**src/rtl/sd4_rx_pkg.sv**
```systemverilog
// Shared types for the four-lane block read receiver.
package sd4_rx_pkg;
    localparam int LANES = 4;

    typedef enum logic [2:0] {
        ST_IDLE,
        ST_WAIT,
        ST_DATA,
        ST_CRC,
        ST_END
    } rx_state_e;

    typedef enum logic [1:0] {
        RES_OK      = 2'd0,
        RES_CRC     = 2'd1,
        RES_TIMEOUT = 2'd2
    } rx_result_e;
endpackage

```
**src/rtl/sd4_crc16_lane.sv**
```systemverilog
// One data line's CRC engine: it accumulates the CRC over the data bits
// and shifts in the received check bits. match_o compares both and counts
// the bit being presented now as the last check bit.
// Assumes that clr_i is pulsed before each block.
module sd4_crc16_lane #(
    parameter int                 CRC_W = 16,
    parameter logic [CRC_W-1:0]   POLY  = 16'h1021
) (
    input  logic clk,
    input  logic rst_n,
    input  logic clr_i,
    input  logic calc_en_i,
    input  logic cap_en_i,
    input  logic bit_i,
    output logic match_o
);
    logic [CRC_W-1:0] crc_q;
    logic [CRC_W-1:0] cap_q;
    logic             fb;

    assign fb = crc_q[CRC_W-1] ^ bit_i;

    // Purpose: update the running CRC and the received check bits.
    always_ff @(posedge clk) begin
        if (!rst_n || clr_i) begin
            crc_q <= '0;
            cap_q <= '0;
        end else begin
            if (calc_en_i)
                crc_q <= {crc_q[CRC_W-2:0], 1'b0} ^ (POLY & {CRC_W{fb}});
            if (cap_en_i)
                cap_q <= {cap_q[CRC_W-2:0], bit_i};
        end
    end

    assign match_o = (crc_q == {cap_q[CRC_W-2:0], bit_i});
endmodule

```
**src/rtl/sd4_nibble_packer.sv**
```systemverilog
// Packs nibbles into words, earliest nibble in the top bits, and keeps a
// one-word output register with valid/ready. Assumes the consumer frees the
// register before the next word is complete.
module sd4_nibble_packer #(
    parameter int WORD_W = 32,
    parameter int NIB_W  = 4
) (
    input  logic              clk,
    input  logic              rst_n,
    input  logic              clr_i,
    input  logic              nib_en_i,
    input  logic [NIB_W-1:0]  nib_i,
    input  logic              ready_i,
    output logic              valid_o,
    output logic [WORD_W-1:0] data_o,
    output logic              word_done_o
);
    localparam int PER   = WORD_W / NIB_W;
    localparam int CNT_W = $clog2(PER);

    logic [WORD_W-NIB_W-1:0] sh_q;
    logic [CNT_W-1:0]        cnt_q;

    assign word_done_o = nib_en_i && (cnt_q == CNT_W'(PER - 1));

    // Purpose: collect nibbles and count the position inside the word.
    always_ff @(posedge clk) begin
        if (!rst_n || clr_i) begin
            sh_q  <= '0;
            cnt_q <= '0;
        end else if (nib_en_i) begin
            sh_q  <= {sh_q[WORD_W-2*NIB_W-1:0], nib_i};
            cnt_q <= word_done_o ? '0 : cnt_q + 1'b1;
        end
    end

    // Purpose: hold a finished word until the consumer takes it.
    always_ff @(posedge clk) begin
        if (!rst_n || clr_i) begin
            valid_o <= 1'b0;
            data_o  <= '0;
        end else if (word_done_o) begin
            valid_o <= 1'b1;
            data_o  <= {sh_q, nib_i};
        end else if (ready_i) begin
            valid_o <= 1'b0;
        end
    end
endmodule

```
**src/rtl/sd4_rx_ctrl.sv**
```systemverilog
// Transfer sequencer. It waits for a start nibble, counts the data and
// check nibbles, judges each block from the per-line match flags, keeps
// the counters and runs the transfer timeout. It assumes the bus stays
// high between blocks.
module sd4_rx_ctrl
    import sd4_rx_pkg::*;
#(
    parameter int MAX_BLOCKS  = 256,
    parameter int BLOCK_BYTES = 512,
    parameter int CRC_NIBS    = 16,
    parameter int TIMEOUT_CYC = 125000000,
    parameter int CNT_W       = $clog2(MAX_BLOCKS + 1)
) (
    input  logic             clk,
    input  logic             rst_n,
    input  logic             start_i,
    input  logic [CNT_W-1:0] blk_count_i,
    input  logic [LANES-1:0] dat_i,
    input  logic [LANES-1:0] lane_match_i,
    output logic             crc_clr_o,
    output logic             crc_calc_o,
    output logic             crc_cap_o,
    output logic             pk_clr_o,
    output logic             busy_o,
    output logic             done_o,
    output logic [1:0]       status_o,
    output logic [CNT_W-1:0] blocks_o,
    output logic [CNT_W-1:0] errs_o
);
    localparam int DATA_NIBS = BLOCK_BYTES * 2;
    localparam int NIB_CW    = $clog2(DATA_NIBS);
    localparam int TMR_W     = $clog2(TIMEOUT_CYC + 1);

    rx_state_e        state_q;
    rx_result_e       status_q;
    logic [NIB_CW-1:0] nib_q;
    logic [TMR_W-1:0] tmr_q;
    logic [CNT_W-1:0] total_q;
    logic [CNT_W-1:0] blocks_q;
    logic [CNT_W-1:0] errs_q;
    logic             done_q;
    logic             start_ok;
    logic             timeout_hit;
    logic             active;

    assign start_ok    = (state_q == ST_IDLE) && start_i && (blk_count_i != '0)
                         && (blk_count_i <= CNT_W'(MAX_BLOCKS));
    assign active      = (state_q != ST_IDLE);
    assign timeout_hit = active && (tmr_q == TMR_W'(TIMEOUT_CYC - 1));

    assign crc_clr_o  = start_ok || ((state_q == ST_WAIT) && (dat_i == '0));
    assign crc_calc_o = (state_q == ST_DATA) && !timeout_hit;
    assign crc_cap_o  = (state_q == ST_CRC) && !timeout_hit;
    assign pk_clr_o   = start_ok || timeout_hit;

    // Purpose: count transfer cycles for the timeout.
    always_ff @(posedge clk) begin
        if (!rst_n || !active)
            tmr_q <= '0;
        else
            tmr_q <= tmr_q + 1'b1;
    end

    // Purpose: sequence the blocks, judge CRCs and keep the counters.
    always_ff @(posedge clk) begin
        if (!rst_n) begin
            state_q  <= ST_IDLE;
            status_q <= RES_OK;
            nib_q    <= '0;
            total_q  <= '0;
            blocks_q <= '0;
            errs_q   <= '0;
            done_q   <= 1'b0;
        end else begin
            done_q <= 1'b0;
            if (timeout_hit) begin
                state_q  <= ST_IDLE;
                status_q <= RES_TIMEOUT;
                done_q   <= 1'b1;
            end else begin
                case (state_q)
                    ST_IDLE: if (start_ok) begin
                        state_q  <= ST_WAIT;
                        total_q  <= blk_count_i;
                        blocks_q <= '0;
                        errs_q   <= '0;
                        status_q <= RES_OK;
                    end
                    ST_WAIT: if (dat_i == '0) begin
                        state_q <= ST_DATA;
                        nib_q   <= '0;
                    end
                    ST_DATA: if (nib_q == NIB_CW'(DATA_NIBS - 1)) begin
                        state_q <= ST_CRC;
                        nib_q   <= '0;
                    end else begin
                        nib_q <= nib_q + 1'b1;
                    end
                    ST_CRC: if (nib_q == NIB_CW'(CRC_NIBS - 1)) begin
                        state_q  <= ST_END;
                        blocks_q <= blocks_q + 1'b1;
                        if (!(&lane_match_i))
                            errs_q <= errs_q + 1'b1;
                    end else begin
                        nib_q <= nib_q + 1'b1;
                    end
                    ST_END: if (blocks_q == total_q) begin
                        state_q  <= ST_IDLE;
                        done_q   <= 1'b1;
                        status_q <= (errs_q != '0) ? RES_CRC : RES_OK;
                    end else begin
                        state_q <= ST_WAIT;
                    end
                    default: state_q <= ST_IDLE;
                endcase
            end
        end
    end

    assign busy_o   = active;
    assign done_o   = done_q;
    assign status_o = status_q;
    assign blocks_o = blocks_q;
    assign errs_o   = errs_q;
endmodule

```
**src/rtl/sd4_block_reader.sv**
```systemverilog
// Top level of the four-lane block read receiver. It joins the sequencer,
// one CRC engine per data line and the word packer. Assumes sd_dat_i is
// already synchronous to clk.
module sd4_block_reader
    import sd4_rx_pkg::*;
#(
    parameter int MAX_BLOCKS  = 256,
    parameter int BLOCK_BYTES = 512,
    parameter int WORD_W      = 32,
    parameter int CRC_W       = 16,
    parameter int TIMEOUT_CYC = 125000000
) (
    input  logic                         clk,
    input  logic                         rst_n,
    input  logic                         start_i,
    input  logic [$clog2(MAX_BLOCKS+1)-1:0] blk_count_i,
    input  logic [3:0]                   sd_dat_i,
    input  logic                         word_ready_i,
    output logic                         word_valid_o,
    output logic [WORD_W-1:0]            word_data_o,
    output logic                         busy_o,
    output logic                         done_o,
    output logic [1:0]                   status_o,
    output logic [$clog2(MAX_BLOCKS+1)-1:0] blocks_done_o,
    output logic [$clog2(MAX_BLOCKS+1)-1:0] crc_errs_o,
    output logic [$clog2(MAX_BLOCKS+1)+$clog2(BLOCK_BYTES)-1:0] bytes_done_o
);
    localparam int CNT_W    = $clog2(MAX_BLOCKS + 1);
    localparam int BSH      = $clog2(BLOCK_BYTES);
    localparam int CRC_NIBS = CRC_W;

    logic             crc_clr, crc_calc, crc_cap, pk_clr, word_done;
    logic [LANES-1:0] lane_match;

    sd4_rx_ctrl #(
        .MAX_BLOCKS (MAX_BLOCKS),
        .BLOCK_BYTES(BLOCK_BYTES),
        .CRC_NIBS   (CRC_NIBS),
        .TIMEOUT_CYC(TIMEOUT_CYC),
        .CNT_W      (CNT_W)
    ) u_ctrl (
        .clk         (clk),
        .rst_n       (rst_n),
        .start_i     (start_i),
        .blk_count_i (blk_count_i),
        .dat_i       (sd_dat_i),
        .lane_match_i(lane_match),
        .crc_clr_o   (crc_clr),
        .crc_calc_o  (crc_calc),
        .crc_cap_o   (crc_cap),
        .pk_clr_o    (pk_clr),
        .busy_o      (busy_o),
        .done_o      (done_o),
        .status_o    (status_o),
        .blocks_o    (blocks_done_o),
        .errs_o      (crc_errs_o)
    );

    // One independent CRC engine per data line.
    for (genvar k = 0; k < LANES; k++) begin : g_lane
        sd4_crc16_lane #(.CRC_W(CRC_W)) u_crc (
            .clk      (clk),
            .rst_n    (rst_n),
            .clr_i    (crc_clr),
            .calc_en_i(crc_calc),
            .cap_en_i (crc_cap),
            .bit_i    (sd_dat_i[k]),
            .match_o  (lane_match[k])
        );
    end

    sd4_nibble_packer #(.WORD_W(WORD_W), .NIB_W(LANES)) u_pack (
        .clk        (clk),
        .rst_n      (rst_n),
        .clr_i      (pk_clr),
        .nib_en_i   (crc_calc),
        .nib_i      (sd_dat_i),
        .ready_i    (word_ready_i),
        .valid_o    (word_valid_o),
        .data_o     (word_data_o),
        .word_done_o(word_done)
    );

    assign bytes_done_o = {blocks_done_o, {BSH{1'b0}}};
endmodule

```
**config.mk**
```make
export PLATFORM = sky130hd
export DESIGN_NAME = sd4_block_reader
export DESIGN_NICKNAME = d
export VERILOG_FILES = /design/src/rtl/sd4_rx_pkg.sv /design/src/rtl/sd4_crc16_lane.sv /design/src/rtl/sd4_nibble_packer.sv /design/src/rtl/sd4_rx_ctrl.sv /design/src/rtl/sd4_block_reader.sv
export SDC_FILE = /design/constraint.sdc
export NUM_CORES = 1
export LEC_CHECK = 0
export BUFFER_PORTS_ARGS = -buffer_cell sky130_fd_sc_hd__buf_2
export CAP_MARGIN = 30
export CORE_MARGIN = 4
export CORE_UTILIZATION = 45
export DETAILED_ROUTE_END_ITERATION = 7
export GPL_ROUTABILITY_DRIVEN = 0
export HOLD_SLACK_MARGIN = 0.12
export PLACE_DENSITY = 0.63
export SLEW_MARGIN = 20
export SYNTH_ARGS = -nofsm -noshare
export SYNTH_HDL_FRONTEND = slang
export SYNTH_HIERARCHICAL = 1
export SYNTH_SLANG_ARGS = --single-unit
export TNS_END_PERCENT = 20
```
**constraint.sdc**
```tcl
create_clock -name clk -period 4.9 [get_ports clk]
set_clock_uncertainty 0.15 [all_clocks]
set_input_delay 0.98 -clock clk [delete_from_list [all_inputs] [get_ports clk]]
set_output_delay 0.98 -clock clk [all_outputs]
set_load 0.01 [all_outputs]
```
# Word-level counts from Yosys, hierarchy flattened
# Cells that the tools add are included.
# W data, S select, Z words.
# word_totals
output_inout_bits,73
ff_bits,258
elab_cells,121
inputBits,17
# classes
n_addsub,5
eq_ne,22
reduce_logical,35
magnitude_cmp,1
bitwise,10
n_mux,27
# op_table
op,n
$eq A16 B16 Y1,4
$xor A16 B13 Y16,4
$mux W9,4
$pmux W9 S2,2
$mux W10,3
$pmux W10 S3,1
$add A27 B1 Y27 const B,1
$eq A27 B27 Y1 const B,1
$add A9 B1 Y9 const B,2
$reduce_bool A9 Y1,2
$reduce_and A4 Y1,4
$mux W3,5
$pmux W3 S5,1
$add A10 B1 Y10 const B,1
$eq A10 B10 Y1 const B,1
$eq A10 B4 Y1 const B,1
$ne A2 B2 Y1 const B,5
$eq A9 B9 Y1,1
$le A9 B9 Y1 const B,1
$reduce_and A3 Y1,3
$reduce_bool A3 Y1,3
$logic_and A1 B1 Y1,8
$mux W1,7
$eq A3 B2 Y1 const B,2
other kinds (16),33

# Longest topological paths before layout
# logic_depth
depth_word,7
depth_mapped,12
mapped_depth_nobuf,7

# Modules after synthesis
# Netlist, hierarchy kept.
# by_module_without_submodules
mod,n_inst,seq_area_each_um2,area_per_inst_um2,cells_each
sd4_crc16_lane,4,620.6,1318.8,126
sd4_rx_ctrl,1,1401.3,3774.9,462
sd4_nibble_packer,1,1281.2,2549.9,256
sd4_block_reader,1,0.0,138.9,19

# Worst setup path before layout
# OpenSTA, ideal clock, no wires.
# synth_timing
kind,input port to flip-flop
startpoint,input blk_count_i[0]
endpoint,register g_lane[0].u_crc.cap_q[11]
t_required_ns,4.622
setup_ns,0.128
arrival_time_ns,2.837
setup_slack_ns,1.785
stages,9
n_path_buf,3
cell_sequence,nor4_2 > and4_1 > clkbuf_1 > nor2_1 > clkbuf_1 > o31ai_1 > nand2b_1 > clkbuf_1 > nor2_1
# synth_via
elab_chain_cells,5
word_cells_on_any_way,6
cone_classes,1 x order compare; 5 x reduce/logical
# synth_lines
item,line_no,text
start: declaration,sd4_block_reader.sv:16,"input logic [$clog2(MAX_BLOCKS+1)-1:0] blk_count_i,"
branches (longest 2 deep; another with $le A9 B9 Y1),n/a,
$logic_and A1 B1 Y1 *,sd4_rx_ctrl.sv:47,&& (blk_count_i <= CNT_W'(MAX_BLOCKS));
$logic_or A1 B1 Y1 *,sd4_rx_ctrl.sv:51,assign crc_clr_o = start_ok || ((state_q == ST_WAIT) && (dat_i == '0));
via crc_clr,sd4_block_reader.sv:32,"logic crc_clr, crc_calc, crc_cap, pk_clr, word_done;"
$logic_or A1 B1 Y1 *,sd4_crc16_lane.sv:25,if (!rst_n || clr_i) begin
end signal: assignment,sd4_crc16_lane.sv:32,"cap_q <= {cap_q[CRC_W-2:0], bit_i};"
end: declaration,sd4_crc16_lane.sv:18,logic [CRC_W-1:0] cap_q;
# Mark *: on every way through the listed nets, which the timed path passes.
# A chain may end at the register's enable or synchronous reset.

# Final worst setup path
# layout_timing
startpoint,register u_ctrl.state_q[0]
endpoint,register g_lane[1].u_crc.cap_q[9]
# layout_via
elab_chain_cells,6
word_cells_on_any_way,13
cone_classes,2 x eq/ne; 11 x reduce/logical
# layout_lines
item,line_no,text
start: declaration,sd4_rx_ctrl.sv:34,rx_state_e state_q;
start signal: assignment,sd4_rx_ctrl.sv:67,state_q <= ST_IDLE;
start signal: assignment,sd4_rx_ctrl.sv:77,state_q <= ST_IDLE;
start signal: assignment,sd4_rx_ctrl.sv:83,state_q <= ST_WAIT;
$logic_not A3 Y1,sd4_rx_ctrl.sv:46,assign start_ok = (state_q == ST_IDLE) && start_i && (blk_count_i != '0)
$logic_and A1 B1 Y1 (2 in a row),sd4_rx_ctrl.sv:46,
$logic_and A1 B1 Y1,sd4_rx_ctrl.sv:47,
$logic_or A1 B1 Y1 *,sd4_rx_ctrl.sv:51,
via crc_clr,sd4_block_reader.sv:32,
$logic_or A1 B1 Y1 *,sd4_crc16_lane.sv:25,
end signal: assignment,sd4_crc16_lane.sv:32,
end: declaration,sd4_crc16_lane.sv:18,
# Mark *: on every way through the listed nets, which the timed path passes. The rest lies on a longest branch.

==> out/results.txt <==
Status = finished clean
Slew Limit Fails = 0
CP arrival = 3.67 ns
Reg2reg setup slack = 1.52 ns
Fin Setup TNS = 0 ns
Placed cell area = 0.0122 sq mm
Reg area = 0.00516 sq mm
Slew HR = 41.1%
Worst hold-check path type = reg2reg
Max Freq = 296 MHz
Most frequent cells in the layout = 258 x dfxtp_1, 193 x nor2_1, 146 x mux2i_1
Clock Sinks = 258
Crit Path Category = reg2reg
WHS Path Cells = 1
Worst r2r dst = g_lane[1].u_crc/cap_q[9]
Avg Vias per Cell = 5.30
Port Buffers = 80
Clk buf depth = 3
Pwr per Cell Area = 334 mW/mm^2
Placed Cells = 1578
Reg-to-Reg Start = u_ctrl/state_q[0]
Fin cells = 1630
Cts repair resizes = 0
Detailed Place HPWL = 15500 um
Sw frac = 21.8%
# DRC = 0
Area delta synth->final = 11.7%
First-pass DRT Iterations = 5
Clock Latency Late Sink = 0.55 ns
Core ar. = 0.0254 sq mm
Pin count of the biggest net entering global routing = 110
Final number of setup-violating endpoints = 0
Pleak = 4.53 nW
Tmin final = 3.38 ns
Antenna Nets Post-Route = 0
Int Pwr = 3.42 mW
Die width = 169 um
CP Launch Type = register
Clock slew at reported path FFs = 0.06 ns
CTS tree = done
Worst hold slack = 0.313 ns
Starting Density = 46.2%
Critical Path Sink Type = register
# hold bufs at CTS = 0
Routed WL per cell = 14.6 um
H-tree depth = 1
DR vias = 8638
Clock power frac = 48.2%
Num ports = 90
Design area = 0.0131 sq mm
Final worst-path cycle share = 68.9%
# nets final = 1304
Clk Tree Root Cell = clkbuf_16
Row cnt = 58
Worst-margin pin slew = 0.881 ns
Vias in the first global route = 8261
Max Cap Viol = 0
Psw = 0.956 mW
Most common cell after layout, fill and taps aside = dfxtp_1
Cell count after synthesis = 1240
Mean Syn Cell Area = 9.46 sq um
Sequential share of power = 48.2%
Combinational cell fraction of total power = 3.6%
Min-Delay Startpoint = u_ctrl/tmr_q[0]
Die ar. = 0.0287 sq mm
Footprint of the multi-input gates = 0.00596 sq mm
Fill count = 2371
CP required = 5.20 ns
Synthesis Warnings = 6
WL final = 23800 um
Antenna violations before repair = 0
Hold Path End = u_ctrl/tmr_q[0]
CTS Buf Count = 29
Worst Reg-to-Reg Cells = 9
1st-iter DRT viols = 515
Mapped cell area = 0.0117 sq mm
Setup bufs post-CTS = 0
Die height = 169 um
Global Route Usage Sum = 16.2%
Peak supply drop = 266 uV
Total global routing overflow = 0
First-pass GRT wire length = 40300 um
N_diodes = 0
Layout cells sized above 1 = 15.2%
RSZ-0062 raised after global routing = no
Fin. Hold Viols = 0
Max FO, Critical Path = 22
[power by group through the flow]
| stage | sequential (mW) | clock (mW) | combinational, mW |
|---|---|---|---|
| 2_1_floorplan | 2.15 | 0 | 0.118 |
| 3_3_place_gp | 2.16 | 0 | 0.157 |
| 3_5_place_dp | 2.16 | 0 | 0.156 |
| 4_1_cts | 2.11 | 2.17 | 0.158 |
| 5_1_grt | 2.11 | 2.26 | 0.173 |
| 6_report | 2.11 | 2.11 | 0.157 |
[worst max-delay path: stages, from the launching register on]
cell and delay (ns):
dfxtp_1 0.45, nor3_2 0.42, inv_2 0.16, a2111oi_4 0.52
nor2_1 0.15, o31ai_1 0.15, clkbuf_2 0.25, nand2b_1 0.66
buf_4 0.30, nor2_1 0.06
[metal layers]
layer	up-vias	GRT usage [%]	routed length (um)
met5	-	0	0
met4	0	3.92	471
met3	35	2.47	875
met2	152	26.7	11000
met1	4039	22.5	11500
li1	4412	-	-
[layout make-up]
type                            count  share of cell area [%]
Multi-Input combinational cell    874                    45.4
Clock inverter                      7                   0.573
Timing Repair Buffer               98                    4.26
Clock buffer                       44                    6.65
Tap cell                          330                    3.15
Inverter                           19                   0.544
Sequential cell                   258                    39.4
[how the worst max path moves through the flow]
| stage | startpoint | to | slack (ns) | depth (start not counted) |
|---|---|---|---|---|
| global route | u_ctrl/state_q[0] | g_lane[1].u_crc/crc_q[14] | 1.15 | 9 |
| floorplan | blk_count_i[0] | g_lane[0].u_crc/cap_q[11] | 1.79 | 9 |
| finish | u_ctrl/state_q[0] | g_lane[1].u_crc/cap_q[9] | 1.52 | 9 |
| CTS | u_ctrl/state_q[0] | g_lane[1].u_crc/crc_q[14] | 1.53 | 8 |
| global placement | blk_count_i[4] | g_lane[1].u_crc/cap_q[11] | 1.05 | 8 |
| detailed placement | sd_dat_i[0] | g_lane[1].u_crc/crc_q[14] | 0.98 | 7 |
[flip-flops by register name (all words and copies together), names as in the netlist]
name and cells:
g_lane.u_crc/cap_q 60, u_ctrl/state_q 3, u_ctrl/total_q 9, u_ctrl/tmr_q 27, u_ctrl/status_o 2, u_pack/valid_o 1
u_ctrl/errs_o 9, u_pack/sh_q 28, u_pack/data_o 32, u_pack/cnt_q 3, g_lane.u_crc/crc_q 64, u_ctrl/done_o 1
u_ctrl/nib_q 10, u_ctrl/blocks_o 9
[per-stage QoR]
| stage | total power [mW] | utilization, % | worst slack [ns] |
|---|---|---|---|
| floorplan | 2.27 | - | 1.79 |
| global placement | 2.32 | 47.8 | 1.05 |
| detailed placement | 2.31 | 47.9 | 0.976 |
| CTS | 4.44 | 51.6 | 1.53 |
| global route | 4.54 | 51.6 | 1.15 |
| finish | 4.38 | 51.6 | 1.52 |
(Power assumes the default switching activity.)
